## config.mk

```make
export PLATFORM = sky130hd
export DESIGN_NAME = dma_desc_engine
export DESIGN_NICKNAME = d
export VERILOG_FILES = /design/src/rtl/dma_desc_pkg.sv /design/src/rtl/dma_desc_fsm.sv /design/src/rtl/dma_desc_regs.sv /design/src/rtl/dma_desc_bus.sv /design/src/rtl/dma_desc_engine.sv
export SDC_FILE = /design/constraint.sdc
export NUM_CORES = 1
export LEC_CHECK = 0
export BUFFER_PORTS_ARGS = -buffer_cell sky130_fd_sc_hd__buf_2
export CORE_UTILIZATION = 38
export DETAILED_ROUTE_END_ITERATION = 10
export PLACE_DENSITY = 0.6
export REMOVE_ABC_BUFFERS = 1
export SLEW_MARGIN = 5
export SYNTH_ARGS = -nofsm -noshare
export SYNTH_HDL_FRONTEND = slang
export SYNTH_SLANG_ARGS = --single-unit
```

## constraint.sdc

```tcl
create_clock -name clk_i -period 3.7 [get_ports clk_i]
set_clock_uncertainty 0.15 [all_clocks]
set_input_delay 0.37 -clock clk_i [delete_from_list [all_inputs] [get_ports clk_i]]
set_output_delay 0.37 -clock clk_i [all_outputs]
set_load 0.05 [all_outputs]
```

## src/rtl/dma_desc_pkg.sv

```systemverilog
package dma_desc_pkg;
  typedef enum logic [2:0] {
    ST_IDLE,
    ST_FETCH,
    ST_WAIT,
    ST_READ,
    ST_WRITE,
    ST_HOLD
  } dma_state_e;

  // command block: source, destination, byte count
  localparam int unsigned DESC_WORDS = 3;
endpackage

```

## src/rtl/dma_desc_fsm.sv

```systemverilog
module dma_desc_fsm
  import dma_desc_pkg::*;
#(
  parameter int unsigned IDX_W = 2
) (
  input  logic             clk_i,
  input  logic             rst_ni,
  input  logic             cmd_we_i,
  input  logic             dreq_i,
  input  logic             gnt_i,
  input  logic             cnt_zero_i,
  output dma_state_e       state_o,
  output logic [IDX_W-1:0] fidx_o,
  output logic             dack_o,
  output logic             busy_o,
  output logic             done_o,
  output logic             irq_o
);
  localparam logic [IDX_W-1:0] LAST_IDX = IDX_W'(DESC_WORDS - 1);

  dma_state_e state_q, state_d;
  logic [IDX_W-1:0] fidx_q;
  logic done_q, irq_q;
  logic accept, complete;

  assign accept   = (state_q == ST_IDLE) && cmd_we_i;
  assign complete = (state_q == ST_WAIT) && cnt_zero_i;

  always_comb begin
    state_d = state_q;
    unique case (state_q)
      ST_IDLE:  if (cmd_we_i) state_d = ST_FETCH;
      ST_FETCH: if (gnt_i && fidx_q == LAST_IDX) state_d = ST_WAIT;
      ST_WAIT: begin
        if (cnt_zero_i)  state_d = ST_IDLE;
        else if (dreq_i) state_d = ST_READ;
      end
      ST_READ:  if (gnt_i) state_d = ST_WRITE;
      ST_WRITE: if (gnt_i) state_d = ST_HOLD;
      ST_HOLD:  if (!dreq_i) state_d = ST_WAIT;
      default:  state_d = ST_IDLE;
    endcase
  end

  always_ff @(posedge clk_i or negedge rst_ni) begin
    if (!rst_ni) begin
      state_q <= ST_IDLE;
      fidx_q  <= '0;
      done_q  <= 1'b0;
      irq_q   <= 1'b0;
    end else begin
      state_q <= state_d;
      irq_q   <= complete;
      if (accept) begin
        done_q <= 1'b0;
        fidx_q <= '0;
      end else begin
        if (complete) done_q <= 1'b1;
        if (state_q == ST_FETCH && gnt_i && fidx_q != LAST_IDX)
          fidx_q <= fidx_q + 1'b1;
      end
    end
  end

  assign state_o = state_q;
  assign fidx_o  = fidx_q;
  assign dack_o  = (state_q == ST_WRITE) || (state_q == ST_HOLD);
  assign busy_o  = (state_q != ST_IDLE);
  assign done_o  = done_q;
  assign irq_o   = irq_q;


  dack_hold_chk: assert property (@(posedge clk_i) disable iff (!rst_ni)
    dack_o && dreq_i |=> dack_o);

  irq_pulse_chk: assert property (@(posedge clk_i) disable iff (!rst_ni)
    irq_o |=> !irq_o);

  irq_done_chk: assert property (@(posedge clk_i) disable iff (!rst_ni)
    irq_o |-> done_o && !busy_o);

  no_early_read_chk: assert property (@(posedge clk_i) disable iff (!rst_ni)
    state_o == ST_WAIT && !dreq_i |=> state_o != ST_READ);
endmodule

```

## src/rtl/dma_desc_regs.sv

```systemverilog
module dma_desc_regs
  import dma_desc_pkg::*;
#(
  parameter int unsigned AW    = 32,
  parameter int unsigned DW    = 32,
  parameter int unsigned IDX_W = 2
) (
  input  logic             clk_i,
  input  logic             rst_ni,
  input  dma_state_e       state_i,
  input  logic [IDX_W-1:0] fidx_i,
  input  logic             gnt_i,
  input  logic             accept_i,
  input  logic [AW-1:0]    cmd_addr_i,
  input  logic [DW-1:0]    rdata_i,
  output logic [AW-1:0]    ptr_o,
  output logic [AW-1:0]    src_o,
  output logic [AW-1:0]    dst_o,
  output logic             cnt_zero_o,
  output logic [DW-1:0]    buf_o
);
  localparam int unsigned STEP = DW / 8;
  localparam logic [DW-1:0] CNT_MASK = ~DW'(STEP - 1);

  logic [AW-1:0] ptr_q, src_q, dst_q;
  logic [DW-1:0] cnt_q, buf_q;

  always_ff @(posedge clk_i or negedge rst_ni) begin
    if (!rst_ni) begin
      ptr_q <= '0;
      src_q <= '0;
      dst_q <= '0;
      cnt_q <= '0;
      buf_q <= '0;
    end else begin
      if (accept_i) ptr_q <= cmd_addr_i;
      unique case (state_i)
        ST_FETCH: if (gnt_i) begin
          // order of the command block words is fixed
          unique case (fidx_i)
            IDX_W'(0): src_q <= AW'(rdata_i);
            IDX_W'(1): dst_q <= AW'(rdata_i);
            default:   cnt_q <= rdata_i & CNT_MASK;
          endcase
        end
        ST_READ: if (gnt_i) buf_q <= rdata_i;
        ST_WRITE: if (gnt_i) begin
          src_q <= src_q + AW'(STEP);
          dst_q <= dst_q + AW'(STEP);
          cnt_q <= cnt_q - DW'(STEP);
        end
        default: ;
      endcase
    end
  end

  assign ptr_o      = ptr_q;
  assign src_o      = src_q;
  assign dst_o      = dst_q;
  assign cnt_zero_o = (cnt_q == '0);
  assign buf_o      = buf_q;


  ptr_step_chk: assert property (@(posedge clk_i) disable iff (!rst_ni)
    state_i == ST_WRITE && gnt_i |=>
      (src_o - $past(src_o)) == AW'(STEP) && (dst_o - $past(dst_o)) == AW'(STEP));
endmodule

```

## src/rtl/dma_desc_bus.sv

```systemverilog
module dma_desc_bus
  import dma_desc_pkg::*;
#(
  parameter int unsigned AW    = 32,
  parameter int unsigned DW    = 32,
  parameter int unsigned IDX_W = 2
) (
  input  logic             clk_i,
  input  logic             rst_ni,
  input  logic             gnt_i,
  input  dma_state_e       state_i,
  input  logic [IDX_W-1:0] fidx_i,
  input  logic [AW-1:0]    ptr_i,
  input  logic [AW-1:0]    src_i,
  input  logic [AW-1:0]    dst_i,
  input  logic [DW-1:0]    buf_i,
  output logic             mem_req_o,
  output logic             mem_we_o,
  output logic [AW-1:0]    mem_addr_o,
  output logic [DW-1:0]    mem_wdata_o
);
  localparam int unsigned OFF_SH = $clog2(DW / 8);

  always_comb begin
    mem_req_o   = 1'b0;
    mem_we_o    = 1'b0;
    mem_addr_o  = '0;
    mem_wdata_o = '0;
    unique case (state_i)
      ST_FETCH: begin
        mem_req_o  = 1'b1;
        mem_addr_o = ptr_i + (AW'(fidx_i) << OFF_SH);
      end
      ST_READ: begin
        mem_req_o  = 1'b1;
        mem_addr_o = src_i;
      end
      ST_WRITE: begin
        mem_req_o   = 1'b1;
        mem_we_o    = 1'b1;
        mem_addr_o  = dst_i;
        mem_wdata_o = buf_i;
      end
      default: ;
    endcase
  end


  addr_hold_chk: assert property (@(posedge clk_i) disable iff (!rst_ni)
    mem_req_o && !gnt_i |=>
      mem_req_o && $stable(mem_addr_o) && $stable(mem_we_o) && $stable(mem_wdata_o));
endmodule

```

## src/rtl/dma_desc_engine.sv

```systemverilog
module dma_desc_engine
  import dma_desc_pkg::*;
#(
  parameter int unsigned AW = 32,
  parameter int unsigned DW = 32
) (
  input  logic          clk_i,
  input  logic          rst_ni,
  input  logic          cmd_we_i,
  input  logic [AW-1:0] cmd_addr_i,
  output logic          busy_o,
  output logic          done_o,
  output logic          irq_o,
  output logic          mem_req_o,
  input  logic          mem_gnt_i,
  output logic          mem_we_o,
  output logic [AW-1:0] mem_addr_o,
  output logic [DW-1:0] mem_wdata_o,
  input  logic [DW-1:0] mem_rdata_i,
  input  logic          dreq_i,
  output logic          dack_o
);
  localparam int unsigned IDX_W = $clog2(DESC_WORDS);

  dma_state_e       state;
  logic [IDX_W-1:0] fidx;
  logic [AW-1:0]    desc_ptr, src, dst;
  logic [DW-1:0]    wbuf;
  logic             cnt_zero, accept;

  assign accept = (state == ST_IDLE) && cmd_we_i;

  dma_desc_fsm #(.IDX_W(IDX_W)) u_fsm (
    .clk_i     (clk_i),
    .rst_ni    (rst_ni),
    .cmd_we_i  (cmd_we_i),
    .dreq_i    (dreq_i),
    .gnt_i     (mem_gnt_i),
    .cnt_zero_i(cnt_zero),
    .state_o   (state),
    .fidx_o    (fidx),
    .dack_o    (dack_o),
    .busy_o    (busy_o),
    .done_o    (done_o),
    .irq_o     (irq_o)
  );

  dma_desc_regs #(.AW(AW), .DW(DW), .IDX_W(IDX_W)) u_regs (
    .clk_i     (clk_i),
    .rst_ni    (rst_ni),
    .state_i   (state),
    .fidx_i    (fidx),
    .gnt_i     (mem_gnt_i),
    .accept_i  (accept),
    .cmd_addr_i(cmd_addr_i),
    .rdata_i   (mem_rdata_i),
    .ptr_o     (desc_ptr),
    .src_o     (src),
    .dst_o     (dst),
    .cnt_zero_o(cnt_zero),
    .buf_o     (wbuf)
  );

  dma_desc_bus #(.AW(AW), .DW(DW), .IDX_W(IDX_W)) u_bus (
    .clk_i      (clk_i),
    .rst_ni     (rst_ni),
    .gnt_i      (mem_gnt_i),
    .state_i    (state),
    .fidx_i     (fidx),
    .ptr_i      (desc_ptr),
    .src_i      (src),
    .dst_i      (dst),
    .buf_i      (wbuf),
    .mem_req_o  (mem_req_o),
    .mem_we_o   (mem_we_o),
    .mem_addr_o (mem_addr_o),
    .mem_wdata_o(mem_wdata_o)
  );


  busy_cmd_ignored_chk: assert property (@(posedge clk_i) disable iff (!rst_ni)
    busy_o && cmd_we_i |=> $stable(desc_ptr));

  write_under_dack_chk: assert property (@(posedge clk_i) disable iff (!rst_ni)
    mem_req_o && mem_we_o |-> dack_o);

  idle_quiet_chk: assert property (@(posedge clk_i) disable iff (!rst_ni)
    !busy_o |-> !mem_req_o && !dack_o);
endmodule

```

==> results.py, run 1 <==
metrics = {
    "worst_setup_path": {
        "worstPathRequired_ns": 3.18,
        "worstSetupStartpointType": "register",
        "r2r_start": "u_fsm.fidx_o[1]$_DFFE_PN0P_",
        "cp_max_fo": 25,
        "cp.arrival_ns": 2.86,
        "critical_path_class": "register to output port",
        "end_kind": "output port",
        "crit_start": "u_fsm.state_o[2]$_DFFE_PN0P_",
    },
    "clocking": {
        "clockRootBuffer": "clkbuf_16",
        "clock_latency_ns": 0.43,
        "cts_max_path_buffers": 2,
        "clock_sinks": 165,
        "path_clk_slew_ns": 0.07,
        "cts_max_level": 4,
        "cts-buffers-inserted": 17,
        "cts_tree": "done",
    },
    "route": {
        "vias": 9177,
        "viasPerCell": 5.86,
        "initialDrtViolationCount": 773,
        "drtAntennaViolNets": 0,
        "drc": 0,
        "wl_per_cell_um": 19.2,
        "firstDrtPassIters": 7,
        "routed_wirelength_mm": 30.0,
    },
    "yosys": {
        "postSynthAreaPerCell_um2": 9.00,
        "yosysTopAreaCellShare_pct": 41.4,
        "async_flop_share_pct": 100,
        "synth_area_leaders": "dfrtp_1 (41%), mux2_2 (7.2%), a21oi_1 (4.1%)",
        "yosysMostFrequentCell": "dfrtp_1",
        "synthCells": 1109,
        "ys_seq_elements": 165,
        "synth_common_cells": "dfrtp_1 (165), nand2_1 (95), a21oi_1 (82), nor2_1 (78), o21ai_0 (73)",
        "synth_top_cell_by_area": "dfrtp_1",
        "seq_area_frac_synth_pct": 41.4,
        "ys.flop_type": "dfrtp_1",
        "ys_types": 68,
        "synth_edf_count": 0,
        "synth_area_um2": 9980,
        "ys_warn_count": 0,
    },
    "sta": {
        "timing.fmax_ghz": 0.296,
        "rsz0062_at_grt": "false",
        "fin_ws_ns": 0.323,
        "relSlewSlack_pct": 28.0,
        "maxSlewViolCount": 0,
        "min_period_over_period_pct": 91.3,
        "hold_viol": 0,
        "final-setup-viol-count": 0,
        "tightestPinTransition_ns": 1.07,
        "final.setup.tns_ns": 0,
        "holdWs_ns": 0.0160,
        "period_needed_ns": 3.38,
    },
    "placed_design": {
        "port_buffers": 138,
        "gp_congestion": 0.839,
        "post-place-ws_ns": 0.775,
        "dp_hpwl_mm": 21.1,
    },
    "finish": {
        "nFillCells": 2488,
        "drive_above_1_share_pct": 22.5,
        "final_core_util_pct": 45.7,
        "antennaDiodeCount": 0,
        "multi_input_area_um2": 5490,
        "syn_to_final_growth_pct": 16.6,
        "register_area_um2": 4130,
        "final_net_count": 1303,
    },
    "grt": {
        "grt_pass1_wl_mm": 47.7,
        "grt_usage_pct": 22.9,
        "gr-total-overflow": 0,
        "grt_max_degree": 83,
        "antenna_found_initial": 0,
        "grt_pass1_vias": 8626,
    },
    "die": {
        "die_w_um": 164,
        "num_rows": 58,
        "start_util_pct": 39.2,
        "core_um2": 25500,
        "floorplan.die.height_um": 164,
        "pin_count": 139,
        "die_area_um2": 26900,
    },
    "power_and_ir_drop": {
        "cellPowerDensity_nw_per_um2": 913,
        "p_leak_nw": 4.83,
        "ir_drop_mv": 0.622,
    },
    "outcome": {
        "status": "completed",
    },
    "flow_run": {
        "drv_cap": 0,
    },
    "min_path": {
        "min_path_type": "primary input to register",
        "holdCritStartpoint": "cmd_addr_i[27]",
    },
}
==> what timing repair did <==
item	in CTS	in global routing
buffers inserted	0	0
hold buffers	3	0
gates resized for setup	0	0
hold endpoints to repair	82	0
==> cells in the final DEF (no fill, tap or decap), types with 10 or more instances in the layout <==
cell type  instances
nor3_1            26
buf_2            137
and3_1            19
a22oi_1           25
o211ai_1          10
mux2_2            64
nand2_1           93
dfrtp_1          165
and2_1            43
nand4_1           37
xor2_1            22
clkbuf_16         17
a21oi_1           80
a2bb2oi_1         17
o21ai_0           73
o22a_1            19
nor4_1            13
nor2_1            78
o22ai_1           24
nand3_1           48
a31oi_1           21
inv_1             18
buf_4             23
==> flip-flops by register name, indices dropped and copies added, names as in the netlist <==
register       cells
u_fsm.done_o       1
u_fsm.fidx_o       2
u_fsm.irq_o        1
u_fsm.state_o      3
u_regs.buf_o      32
u_regs.cnt_q      30
u_regs.dst_o      32
u_regs.ptr_o      32
u_regs.src_o      32
==> power by group <==
part,switching [mW],internal (mW)
Combinational,3.31,1.81
Sequential,1.01,2.69
Clock,0.737,1.07
Total,5.05,5.57
==> per-stage QoR <==
stage | instance area (um^2) | instances | power, mW
after floorplan | 9670 | 1038 | 7.30
after global routing | 11600 | 1565 | 11.3
after global placement | 11000 | 1532 | 8.75
final | 11600 | 1565 | 10.6
after detailed placement | 11000 | 1532 | 8.82
after CTS | 11600 | 1565 | 10.6
==> kinds of logic (layout without fill, tap and decap cells) <==
group                      Yosys count  in the layout  share of synthesized area, %
AOI/OAI and AO/OA                  324            324                          20.8
xor gates and xnor gates            29             29                          2.54
adders and majority gates           10             10                          1.33
buffers and inverters               90            216                          3.87
DFF                                165            165                          41.4
muxes                               73             73                          8.12
and+or+nand+nor                    418            418                          21.9
==> area by class of cell <==
| type | instances | share of cell area, % |
|---|---|---|
| Clock buffer | 20 | 3.84 |
| Sequential cell | 165 | 35.5 |
| Clock inverter | 10 | 1.14 |
| Timing Repair Buffer | 167 | 8.24 |
| Multi-Input combinational cell | 854 | 47.1 |
| Inverter | 19 | 0.656 |
| Tap cell | 330 | 3.55 |
==> final timing paths <==
check,end,slack (ns),cells past startpoint
worst max-delay path,mem_addr_o[12],0.32,4
worst min-delay path,u_regs.ptr_o[27]$_DFFE_PN0P_,0.02,2
worst max register to register,u_regs.src_o[31]$_DFFE_PN0P_,0.87,8
worst min register to register,u_regs.src_o[1]$_DFFE_PN0P_,0.33,2
max in group asynchronous,u_regs.buf_o[30]$_DFFE_PN0P_,2.05,3
min in group asynchronous,u_regs.ptr_o[5]$_DFFE_PN0P_,0.43,2
==> metal layers <==
| metal | track usage [%] | vias to the layer above | share of wire, % |
|---|---|---|---|
| met3 | 2.83 | 45 | 5.4 |
| li1 | - | 4379 | - |
| met5 | 0 | - | 0 |
| met1 | 33.5 | 4424 | 48 |
| met2 | 34.5 | 329 | 44 |
| met4 | 8.46 | 0 | 2.5 |
==> worst max-delay path: stages (launching register included) <==
cell      delay [ns]
dfrtp_1         0.52
nand2b_1        0.41
nand2b_1        0.70
o21ai_0         0.46
buf_2           0.33
(Power assumes the default switching activity.)
==> run 2, diff against run 1 <==
--- a/config.mk
+++ b/config.mk
@@ -7,8 +7,10 @@
 export LEC_CHECK = 0
 export BUFFER_PORTS_ARGS = -buffer_cell sky130_fd_sc_hd__buf_2
 export CORE_UTILIZATION = 38
+export CTS_CLUSTER_SIZE = 12
 export DETAILED_ROUTE_END_ITERATION = 10
 export PLACE_DENSITY = 0.6
+export RECOVER_POWER = 100
 export REMOVE_ABC_BUFFERS = 1
 export SLEW_MARGIN = 5
 export SYNTH_ARGS = -nofsm -noshare
==> run 2 against run 1 <==
Against the previous run:
- global-route usage stayed put
- clock power about the same
- combinational power decreased by 0.8%
- core utilization is 0.39 points lower
- worst hold slack lost 0.0018 ns
- non-clock buffer count stayed put
- cell area fell by 0.85%
- via count hardly changed
- highest routed layer unchanged
- the flow now finishes with violations (max-capacitance violations, max-slew violations)
- fmax is 0.39% lower
- setup slack lost 0.013 ns
- largest power group unchanged
- largest cell class unchanged
- register-to-register slack got worse by 0.55 ns
==> results.py, run 2 (synthesis results as in run 1) <==
metrics = {
    "worst_setup_path": {
        "slowest_stage": "or4b_2",
        "r2r_setup_slack_ns": 0.32,
        "r2r_start": "u_fsm.state_o[2]$_DFFE_PN0P_",
        "r2r-end": "u_regs.buf_o[31]$_DFFE_PN0P_",
        "worstPathRequired_ns": 3.18,
        "r2r_cells": 6,
        "critical_path_class": "register to output port",
        "cp_max_fo": 5,
        "crit_chain": "ha_1 > a21o_1 > nor4b_4 > or4b_2 > xor2_1 > o21ai_0 > clkbuf_2",
        "worstSetupStartpointType": "register",
        "cpPeakStageDelay_ns": 0.63,
        "cp.arrival_ns": 2.87,
        "end_kind": "output port",
    },
    "die": {
        "pin_count": 139,
        "floorplan.die.height_um": 164,
        "num_rows": 58,
        "die_area_um2": 26900,
        "core_um2": 25500,
        "start_util_pct": 39.2,
        "die_w_um": 164,
    },
    "clocking": {
        "clockRootBuffer": "clkbuf_16",
        "hold_buffers": 3,
        "clock_latency_ns": 0.43,
        "cts_resized": 0,
        "cts_max_path_buffers": 2,
        "cts_max_level": 4,
        "cts_tree": "done",
        "path_clk_slew_ns": 0.07,
        "cts-buffers-inserted": 17,
        "clock_sinks": 165,
        "cts_setup_buffers": 0,
    },
    "power_and_ir_drop": {
        "combPwrFrac_pct": 48.0,
        "clkPwrFrac_pct": 17.0,
        "switchingPower_mw": 5.06,
        "seqPwrFrac_pct": 35.0,
        "sw_frac_of_total_pct": 47.8,
        "internal_power_mw": 5.52,
        "ir_drop_mv": 0.620,
        "p_leak_nw": 4.62,
        "cellPowerDensity_nw_per_um2": 916,
    },
    "min_path": {
        "whs_endpoint": "u_regs.ptr_o[27]$_DFFE_PN0P_",
        "min_path_type": "primary input to register",
        "holdCritStartpoint": "cmd_addr_i[27]",
        "holdPathStages": 2,
    },
    "placed_design": {
        "dp_hpwl_mm": 21.1,
        "gp_congestion": 0.839,
        "port_buffers": 138,
        "placed_area_um2": 11000,
    },
    "sta": {
        "min_period_over_period_pct": 91.6,
        "rsz0062_at_grt": "false",
        "timing.fmax_ghz": 0.295,
        "relSlewSlack_pct": -42.8,
        "maxSlewViolCount": 156,
        "period_needed_ns": 3.39,
        "final.setup.tns_ns": 0,
        "hold_viol": 0,
        "final-setup-viol-count": 0,
        "tightestPinTransition_ns": 2.14,
    },
    "finish": {
        "stdcell_area_um2": 11500,
        "syn_to_final_growth_pct": 15.6,
        "antennaDiodeCount": 0,
        "final_common_cell": "dfrtp_1",
        "drive_above_1_share_pct": 18.5,
        "final_cell_mix": "dfrtp_1 (165), nand2_1 (95), a21oi_1 (80), nor2_1 (78), o21ai_0 (73)",
        "nFillCells": 2530,
        "final_net_count": 1303,
    },
    "grt": {
        "gr-total-overflow": 0,
        "grt_pass1_wl_mm": 47.7,
        "grt_usage_pct": 22.9,
        "grt_pass1_vias": 8626,
        "antenna_found_initial": 0,
        "grt_max_degree": 83,
    },
    "route": {
        "wl_per_cell_um": 19.2,
        "initialDrtViolationCount": 803,
        "drtAntennaViolNets": 0,
        "viasPerCell": 5.86,
        "vias": 9171,
        "routed_wirelength_mm": 30.0,
        "drc": 0,
        "firstDrtPassIters": 7,
    },
    "outcome": {
        "violations": "max-capacitance violations, max-slew violations",
        "status": "complete, but fails checks",
    },
    "flow_run": {
        "drv_cap": 3,
    },
}
-- run 2: cell count changes in the layout (fill, tap and decap cells not counted), sizes merged --
cell    change
clkbuf     +78
buf        -78
-- run 2: per-layer routing --
| metal | GRT usage (%) | wire (um) | up-vias | share of wire [%] |
|---|---|---|---|---|
| met5 | 0 | 0 | - | 0 |
| met4 | 8.46 | 760 | 0 | 2.5 |
| met3 | 2.83 | 1560 | 45 | 5.2 |
| met2 | 34.5 | 13300 | 311 | 44 |
| met1 | 33.5 | 14400 | 4432 | 48 |
| li1 | - | - | 4383 | - |
-- run 2: per-stage QoR --
step | utilization (%) | cells | hold WS [ns] | total power, mW | setup slack [ns]
3_3_place_gp | 43.3 | 1532 | 0.311 | 8.75 | 0.770
3_5_place_dp | 43.3 | 1532 | 0.314 | 8.82 | 0.775
4_1_cts | 45.7 | 1565 | 0.00293 | 10.6 | 0.304
2_1_floorplan | - | 1038 | -0.0756 | 7.30 | -3.68
5_1_grt | 45.3 | 1565 | 0.0120 | 11.3 | 0.0593
6_report | 45.3 | 1565 | 0.0142 | 10.6 | 0.310
-- run 2: power by group through the flow --
stage          Clock (mW)  Combinational (mW)  Sequential, mW
6_report             1.80                5.08            3.70
3_3_place_gp            0                5.07            3.68
3_5_place_dp            0                5.12            3.70
2_1_floorplan           0                3.88            3.42
5_1_grt              1.91                5.54            3.85
4_1_cts              1.84                5.13            3.68
-- run 2: critical path, delay by kind of cell, from the launching register on --
| family | cells | cell delay (ns) |
|---|---|---|
| buf+inv | 1 | 0.33 |
| compound gates | 2 | 0.35 |
| simple gates | 2 | 0.88 |
| flops | 1 | 0.44 |
| fa+ha+maj | 1 | 0.30 |
| xor+xnor | 1 | 0.15 |
-- run 2: worst max-delay path by stage --
| stage | slack (ns) | endpoint | start |
|---|---|---|---|
| detailed placement | 0.77 | mem_addr_o[31] | u_fsm.fidx_o[1]$_DFFE_PN0P_ |
| global placement | 0.77 | mem_addr_o[31] | u_fsm.fidx_o[1]$_DFFE_PN0P_ |
| finish | 0.31 | mem_addr_o[31] | u_fsm.fidx_o[1]$_DFFE_PN0P_ |
| CTS | 0.30 | mem_addr_o[31] | u_fsm.fidx_o[1]$_DFFE_PN0P_ |
| global route | 0.06 | mem_addr_o[14] | u_fsm.state_o[2]$_DFFE_PN0P_ |
| floorplan | -3.68 | mem_addr_o[10] | u_fsm.state_o[1]$_DFFE_PN0P_ |
-- run 2: layout make-up --
cell class              count  area (um^2)  area share, %
multi-input cells         854         5470           47.4
flip-flops and latches    165         4130           35.8
repair buffers            167          873           7.57
clock buffers              20          447           3.87
well taps                 330          413           3.58
clock inverters            10          133           1.15
inverters                  19         76.3          0.661
